===== src/rtl/twin_irq_pkg.sv =====
package twin_irq_pkg;
  localparam int NCH = 2;
  localparam int CMD_W = 3;
  localparam int VEC_W = 8;
  localparam int MODE_W = 2;
  localparam logic [CMD_W-1:0] CMD_CLR_TX = 3'b101;
  localparam logic [CMD_W-1:0] CMD_RESET_IUS = 3'b111;

  typedef enum logic [1:0] {SRC_NONE, SRC_RX, SRC_TX} srcKind_t;

  typedef struct packed {
    logic rxInt;
    logic txInt;
    logic rxSvc;
    logic txSvc;
  } chanState_t;

  // strobes from control to datapath
  typedef struct packed {
    logic [NCH-1:0] setRx;
    logic [NCH-1:0] setTx;
    logic [NCH-1:0] clrRx;
    logic [NCH-1:0] clrTx;
    logic [NCH-1:0] rdAck;
  } irqStrobe_t;

  // 3-bit status: bit2 = channel A, bit1 = receive; none = 011
  function automatic logic [VEC_W-1:0] vecCode(srcKind_t kind, logic isA, logic hi);
    logic [2:0] st;
    if (kind == SRC_NONE) st = 3'b011;
    else st = {isA, kind == SRC_RX, 1'b0};
    if (hi) vecCode = {1'b0, st[0], st[1], st[2], 4'b0000};
    else vecCode = {4'b0000, st, 1'b0};
  endfunction
endpackage


===== src/rtl/twin_irq_ctrl.sv =====
module twin_irq_ctrl
  import twin_irq_pkg::*;
(
  input  logic [NCH-1:0]       rxEvent,
  input  logic [NCH-1:0]       txWrite,
  input  logic [NCH-1:0]       dataRead,
  input  logic [NCH-1:0]       cmdValid,
  input  logic [NCH*CMD_W-1:0] cmdCode,
  input  logic [NCH-1:0]       rxSvc,
  input  logic [NCH-1:0]       txSvc,
  output irqStrobe_t           strobe
);
  logic [NCH-1:0] isClrTx;
  logic [NCH-1:0] isIus;

  for (genvar c = 0; c < NCH; c++) begin : g_chan
    assign isClrTx[c] = cmdValid[c] && (cmdCode[c*CMD_W +: CMD_W] == CMD_CLR_TX);
    assign isIus[c]   = cmdValid[c] && (cmdCode[c*CMD_W +: CMD_W] == CMD_RESET_IUS);
    assign strobe.clrRx[c] = dataRead[c] | (isIus[c] & rxSvc[c]);
    assign strobe.clrTx[c] = isClrTx[c] | (isIus[c] & ~rxSvc[c] & txSvc[c]);
  end

  assign strobe.setRx = rxEvent;
  assign strobe.setTx = txWrite;
  assign strobe.rdAck = dataRead;
endmodule


===== src/rtl/twin_irq_datapath.sv =====
module twin_irq_datapath
  import twin_irq_pkg::*;
(
  input  logic                  clk,
  input  logic                  rstN,
  input  irqStrobe_t            strobe,
  input  logic                  statusHigh,
  input  logic [NCH*MODE_W-1:0] rxIntMode,
  input  logic [NCH-1:0]        txIntEnable,
  input  logic [NCH-1:0]        breakIntEnable,
  input  logic [NCH-1:0]        breakSeen,
  output logic [NCH-1:0]        rxSvc,
  output logic [NCH-1:0]        txSvc,
  output logic [VEC_W-1:0]      vector,
  output logic [VEC_W-1:0]      pending,
  output logic [NCH-1:0]        rxReady,
  output logic                  irq
);
  chanState_t       st    [NCH];
  chanState_t       nxtSt [NCH];
  logic [VEC_W-1:0] vecReg, nxtVec;
  logic [NCH-1:0]   rdyReg, nxtRdy;
  logic [NCH-1:0]   chanIrq;

  always_comb begin
    nxtSt  = st;
    nxtVec = vecReg;
    nxtRdy = rdyReg;
    // clears first, with re-post of the deferred source
    for (int c = 0; c < NCH; c++) begin
      if (strobe.clrTx[c]) begin
        nxtSt[c].txInt = 1'b0;
        nxtSt[c].txSvc = 1'b0;
        nxtVec = vecCode(SRC_NONE, c == 0, statusHigh);
        if (nxtSt[c].rxInt) begin
          nxtSt[c].rxSvc = 1'b1;
          nxtVec = vecCode(SRC_RX, c == 0, statusHigh);
        end
      end
      if (strobe.clrRx[c]) begin
        nxtSt[c].rxInt = 1'b0;
        nxtSt[c].rxSvc = 1'b0;
        nxtVec = vecCode(SRC_NONE, c == 0, statusHigh);
        if (nxtSt[c].txInt) begin
          nxtSt[c].txSvc = 1'b1;
          nxtVec = vecCode(SRC_TX, c == 0, statusHigh);
        end
      end
      if (strobe.rdAck[c]) nxtRdy[c] = 1'b0;
    end
    // receive requests before transmit requests
    for (int c = 0; c < NCH; c++) begin
      if (strobe.setRx[c]) begin
        nxtSt[c].rxInt = 1'b1;
        nxtRdy[c] = 1'b1;
        if (!nxtSt[c].txSvc) begin
          nxtSt[c].rxSvc = 1'b1;
          nxtVec = vecCode(SRC_RX, c == 0, statusHigh);
        end
      end
    end
    for (int c = 0; c < NCH; c++) begin
      if (strobe.setTx[c]) begin
        nxtSt[c].txInt = 1'b1;
        if (!nxtSt[c].rxSvc) begin
          nxtSt[c].txSvc = 1'b1;
          nxtVec = vecCode(SRC_TX, c == 0, statusHigh);
        end
      end
    end
  end

  always_ff @(posedge clk or negedge rstN) begin
    if (!rstN) begin
      for (int c = 0; c < NCH; c++) st[c] <= '0;
      vecReg <= '0;
      rdyReg <= '0;
    end else begin
      st     <= nxtSt;
      vecReg <= nxtVec;
      rdyReg <= nxtRdy;
    end
  end

  for (genvar c = 0; c < NCH; c++) begin : g_out
    logic rxEn;
    assign rxEn = (rxIntMode[c*MODE_W +: MODE_W] == 2'b01) ||
                  (rxIntMode[c*MODE_W +: MODE_W] == 2'b10);
    assign chanIrq[c] = (txIntEnable[c] & st[c].txInt) | (rxEn & st[c].rxInt) |
                        (breakIntEnable[c] & breakSeen[c]);
    assign rxSvc[c] = st[c].rxSvc;
    assign txSvc[c] = st[c].txSvc;
  end

  assign pending = {2'b00, st[0].rxInt, st[0].txInt, 1'b0, st[1].rxInt, st[1].txInt, 1'b0};
  assign vector  = vecReg;
  assign rxReady = rdyReg;
  assign irq     = |chanIrq;
endmodule


===== src/rtl/twin_irq_vector.sv =====
module twin_irq_vector
  import twin_irq_pkg::*;
(
  input  logic                  clk,
  input  logic                  rstN,
  input  logic                  statusHigh,
  input  logic [NCH*MODE_W-1:0] rxIntMode,
  input  logic [NCH-1:0]        txIntEnable,
  input  logic [NCH-1:0]        breakIntEnable,
  input  logic [NCH-1:0]        breakSeen,
  input  logic [NCH-1:0]        rxEvent,
  input  logic [NCH-1:0]        txWrite,
  input  logic [NCH-1:0]        dataRead,
  input  logic [NCH-1:0]        cmdValid,
  input  logic [NCH*CMD_W-1:0]  cmdCode,
  output logic [VEC_W-1:0]      vector,
  output logic [VEC_W-1:0]      pending,
  output logic [NCH-1:0]        rxReady,
  output logic                  irq
);
  irqStrobe_t     strobe;
  logic [NCH-1:0] rxSvc, txSvc;

  twin_irq_ctrl u_ctrl (
    .rxEvent(rxEvent), .txWrite(txWrite), .dataRead(dataRead),
    .cmdValid(cmdValid), .cmdCode(cmdCode),
    .rxSvc(rxSvc), .txSvc(txSvc), .strobe(strobe)
  );

  twin_irq_datapath u_dp (
    .clk(clk), .rstN(rstN), .strobe(strobe), .statusHigh(statusHigh),
    .rxIntMode(rxIntMode), .txIntEnable(txIntEnable),
    .breakIntEnable(breakIntEnable), .breakSeen(breakSeen),
    .rxSvc(rxSvc), .txSvc(txSvc), .vector(vector), .pending(pending),
    .rxReady(rxReady), .irq(irq)
  );
endmodule


===== config.mk =====
export PLATFORM = sky130hd
export DESIGN_NAME = twin_irq_vector
export DESIGN_NICKNAME = d
export VERILOG_FILES = /design/src/rtl/twin_irq_pkg.sv /design/src/rtl/twin_irq_ctrl.sv /design/src/rtl/twin_irq_datapath.sv /design/src/rtl/twin_irq_vector.sv
export SDC_FILE = /design/constraint.sdc
export NUM_CORES = 1
export LEC_CHECK = 0
export BUFFER_PORTS_ARGS = -buffer_cell sky130_fd_sc_hd__buf_2
export CAP_MARGIN = 10
export CORE_UTILIZATION = 47
export DETAILED_ROUTE_END_ITERATION = 16
export PLACE_DENSITY = 0.8
export SKIP_CTS_REPAIR_TIMING = 1
export SLEW_MARGIN = 0
export SYNTH_ARGS = -nofsm -noshare
export SYNTH_HDL_FRONTEND = slang
export SYNTH_HIERARCHICAL = 1
export SYNTH_SLANG_ARGS = --single-unit

===== constraint.sdc =====
create_clock -name clk -period 2.31 [get_ports clk]
set_clock_uncertainty 0.2 [all_clocks]
set_input_delay 0 -clock clk [delete_from_list [all_inputs] [get_ports clk]]
set_output_delay 0 -clock clk [all_outputs]
set_load 0.03 [all_outputs]

---- Yosys cells after proc, flatten, opt, wreduce, memory -nomap -nowiden ----
Index checks and enable logic that the tools add are counted.
word-level totals
  bits in registers ....................... 18
  input bits .............................. 27
  output and inout bits ................... 19
  logic and storage cells ................. 98
operators by class
  equal/unequal tests ..................... 8
  multiplexer cells ....................... 46
  bitwise logic cells ..................... 22
  reduce and logical (&&, ||, !) cells .... 11
operators by type and width
  operator                                                         number
  8-bit two-way mux                                                15
  1-bit two-way mux                                                22
  7-bit two-way mux                                                2
  1-bit bitwise AND                                                12
  3-bit == test, second input constant                             4
  6-bit two-way mux                                                2
  1-bit OR                                                         8
  2-bit nonzero test                                               4
  3-bit two-way mux                                                2
  5-bit two-way mux                                                1
  2-bit by 1-bit == test with 1-bit output, second input constant  2
  2-bit == test, second input constant                             2
  1-bit logical AND                                                4
  2-bit two-way mux                                                2
  1-bit logical OR                                                 2
  1-bit NOT                                                        2
  2-bit OR reduction                                               1

---- Depth between registers and ports, before layout ----
  depth in word-level cells ............... 18
  mapped depth ............................ 7
  depth with buffers taken out ............ 6

---- Cells and area by module ----
Netlist, hierarchy kept.
modules (own cells, without submodules)
  module             instances  cells each  area an instance (µm²)  seq. area each (µm²)
  twin_irq_datapath  1          102         1038.5                  450.4
  twin_irq_ctrl      1          14          102.6                   0.0

---- Worst setup path after synthesis ----
No wires, ideal clock.
  path type ............................... reg-to-reg
  from .................................... register u_dp.st (netlist bit u_dp/rxSvc[0])
  to ...................................... register u_dp.vecReg[0] (netlist: u_dp/vector[0])
  setup time .............................. 95 ps
  data arrival time ....................... 1764 ps
  required time ........................... 2015 ps
  setup slack ............................. 251 ps
  stages on the path, launching flop included .. 7
  buffers on the path ..................... 0
  clock period less this slack ............ 2059 ps
  path through ............................ dfrtp_1 > nand2b_1 > a21boi_0 > a21oi_2 > o21ai_2 > nand4_2 > nor4b_2
RTL lines
  element                   line                     RTL
  start: declaration        twin_irq_datapath.sv:19  chanState_t st [NCH];
  start signal: assignment  twin_irq_datapath.sv:79  st <= nxtSt;
  end signal: assignment    twin_irq_datapath.sv:80  vecReg <= nxtVec;
  end: declaration          twin_irq_datapath.sv:21  logic [VEC_W-1:0] vecReg, nxtVec;

==> flow_metrics.tcl <==
set metrics [dict create \
    vias 1074 \
    max_stage_delay_ns 0.41 \
    grt_remaining_overflow 0 \
    crit_slowest_cell "dfrtp_1" \
    hpwl_mm 1.960 \
    worstPathRequired_ns 2.34 \
    min_path_type "in2reg" \
    syn_inst 116 \
    track_usage_pct 20.94 \
    peakVddDrop_v 0.0003849 \
    place_area_sq_um 1306 \
    synthFlopType "dfrtp_1" \
    fin_cells 192 \
    dieArea_sq_um 2629 \
    cp_max_fo 11 \
    final.period_utilization_pct 88.04 \
    gp_congestion 0.8724 \
    violations "hold timing" \
    final_common_cell "buf_2" \
    hp-start "cmdCode[4]" \
    yosys-top-cells-area "dfrtp_1 (39%), buf_4 (7.2%), nand2b_1 (3.3%)" \
    numCtsBuffers 3 \
    ys_warn_count 6 \
    drt-pass1-iter-count 4 \
    clock_latency_ns 0.30 \
    yosysTopAreaCell "dfrtp_1" \
    worstMarginPinSlew_ns 0.5452 \
    routed_wl_mm 2.774 \
    fp.dieW_microns 51.28 \
    cp-end-kind "flop" \
    slew_viol_final 0 \
    ios 46 \
    htreeDepth 1 \
    period_needed_ns 2.034 \
    async_flop_share_pct 100.0 \
    nNetsFinal 192 \
    crit_type "reg2reg" \
    antenna_found_initial 0 \
    grt_pass1_vias 965 \
    path_cells "nand2b_1 > a21boi_0 > buf_4 > inv_2 > a211oi_2 > o221ai_1 > a21oi_1" \
    yosysUniqueCellTypes 44 \
    post_drt_wl_per_cell_microns 14.45 \
    numPortBuffers 41 \
    drtIter0Drc 22 \
    setup_violations 0 \
    layout_common_cells "buf_2 (41), dfrtp_1 (18), dlygate4sd3_1 (11)" \
    grt_max_degree 19 \
    critPathLaunchType "flop" \
    grt_pass1_wl_mm 4.084 \
    drive_gt1_share_pct 37.80 \
    max-cap-violations 0 \
    setup_tns_ns 0 \
    ys_ff_latch 18 \
    slew_headroom_pct 63.65 \
    status "complete, but fails checks" \
    synthToLayoutAreaGrowth_pct 27.30 \
    ys_seq_area_share_pct 39.47 \
    clock-sinks 18 \
    cts_tree "built" \
    synth_area_sq_um 1141 \
    synth_area_per_cell_sq_um 9.837 \
    final_core_util_pct 64.43 \
    final_area_sq_um 1453 \
    root_buffer "clkbuf_4" \
    remaining_drc_errors 0 \
    final_hold_viol_count 1 \
    dp_cells 177 \
    diodes 0 \
    yosys.area.top_type_share_pct 39.47 \
    power_density_nw_per_um2 523.5 \
    cts.clk_slew.worst_paths_ns 0.11 \
    r2r_start "u_dp/rxSvc[0]" \
    rsz0062_at_grt "false" \
    die_y_microns 51.28 \
    p_leak_nw 0.6915 \
    postRouteAntennaNets 0 \
    start_util_pct 50.61 \
    via_per_inst 5.594 \
    synth_edf_count 0 \
    rows 17 \
    cp-startpoint "u_dp/rxSvc[0]" \
    max_freq_mhz 491.7 \
    clk_path_buf_depth 2 \
    core_area_sq_um 2255 \
    arrival_ns 2.07 \
    fin_hold_ws_ns -0.01770 \
]
-- where the power goes --
group | internal [W] | leakage (nW) | switching, W
combinational | 0.0000834 | 0.454 | 0.000127
clock | 0.0000962 | 0.0210 | 0.000102
sequential | 0.000334 | 0.217 | 0.0000172
total | 0.000514 | 0.691 | 0.000246
-- worst max-delay path, delay by kind of cell, from the launching register on --
| family | cells | cell delay [ns] |
|---|---|---|
| AOI/OAI and AO/OA | 4 | 0.86 |
| DFF | 1 | 0.41 |
| buffers and inverters | 2 | 0.36 |
| and+or+nand+nor | 1 | 0.14 |
-- registers in the layout, summed over array words and instances, names as in the netlist --
register / count
u_dp/vector: 8
u_dp/rxSvc: 2
u_dp/txSvc: 2
u_dp/rxReady: 2
u_dp/pending: 4
-- per-layer routing --
metal | track usage, % | vias up | part of all wire (%)
met5 | 0 | - | 0
met4 | 10.81 | 0 | 1.4
met3 | 4.762 | 5 | 6.0
met2 | 34.21 | 45 | 49
met1 | 25.66 | 511 | 43
li1 | - | 513 | -
-- cell type report --
| class | count | area, sq um |
|---|---|---|
| Sequential cell | 18 | 450.4 |
| Tap cell | 28 | 35.03 |
| Clock buffer | 4 | 36.28 |
| Multi-Input combinational cell | 80 | 570.5 |
| Inverter | 8 | 30.03 |
| Fill cell | 187 | 802.0 |
| Timing Repair Buffer | 54 | 330.3 |
-- stage by stage --
step / power [W] / worst slack [ns]
6_report: 0.0007604 / 0.2762
5_1_grt: 0.0007949 / 0.1132
4_1_cts: 0.0007452 / 0.2717
3_5_place_dp: 0.0005498 / 0.3100
3_3_place_gp: 0.0005452 / 0.3915
2_1_floorplan: 0.0004987 / 0.2510
-- final timing paths --
kind                                   end  slack (ns)  depth (start not counted)
setup / recovery            u_dp/vector[1]        0.28                          7
hold / removal               u_dp/txSvc[1]       -0.02                          4
setup reg to reg            u_dp/vector[1]        0.28                          7
hold reg to reg             u_dp/vector[1]        0.34                          2
max in group asynchronous   u_dp/vector[5]        0.32                          4
min in group asynchronous  u_dp/pending[5]        0.44                          3
-- kinds of logic (layout without fill, tap and decap cells) --
group / Yosys count / in the layout / synth area share [%]
AO/OA/AOI/OAI: 47 / 47 / 31.03
AND/OR/NAND/NOR: 26 / 26 / 15.24
buffers and inverters: 21 / 66 / 11.51
flip-flops: 18 / 18 / 39.47
XOR/XNOR: 2 / 2 / 1.535
other: 1 / 4 / 0.3286
multiplexers: 1 / 1 / 0.8772
-- synth_stat cells (all sizes together), types with 2 or more instances --
master	number
o32ai	2
nand2	5
nor2b	2
dfrtp	18
and3	4
o211ai	2
inv	8
o21ai	9
xor2	2
a21boi	2
nand4	2
a31oi	2
a21o	4
nor4b	2
o221ai	2
a31o	2
o21a	2
a21oi	10
a211oi	3
buf	12
a22oi	2
nand2b	6
(Power assumes the default switching activity.)
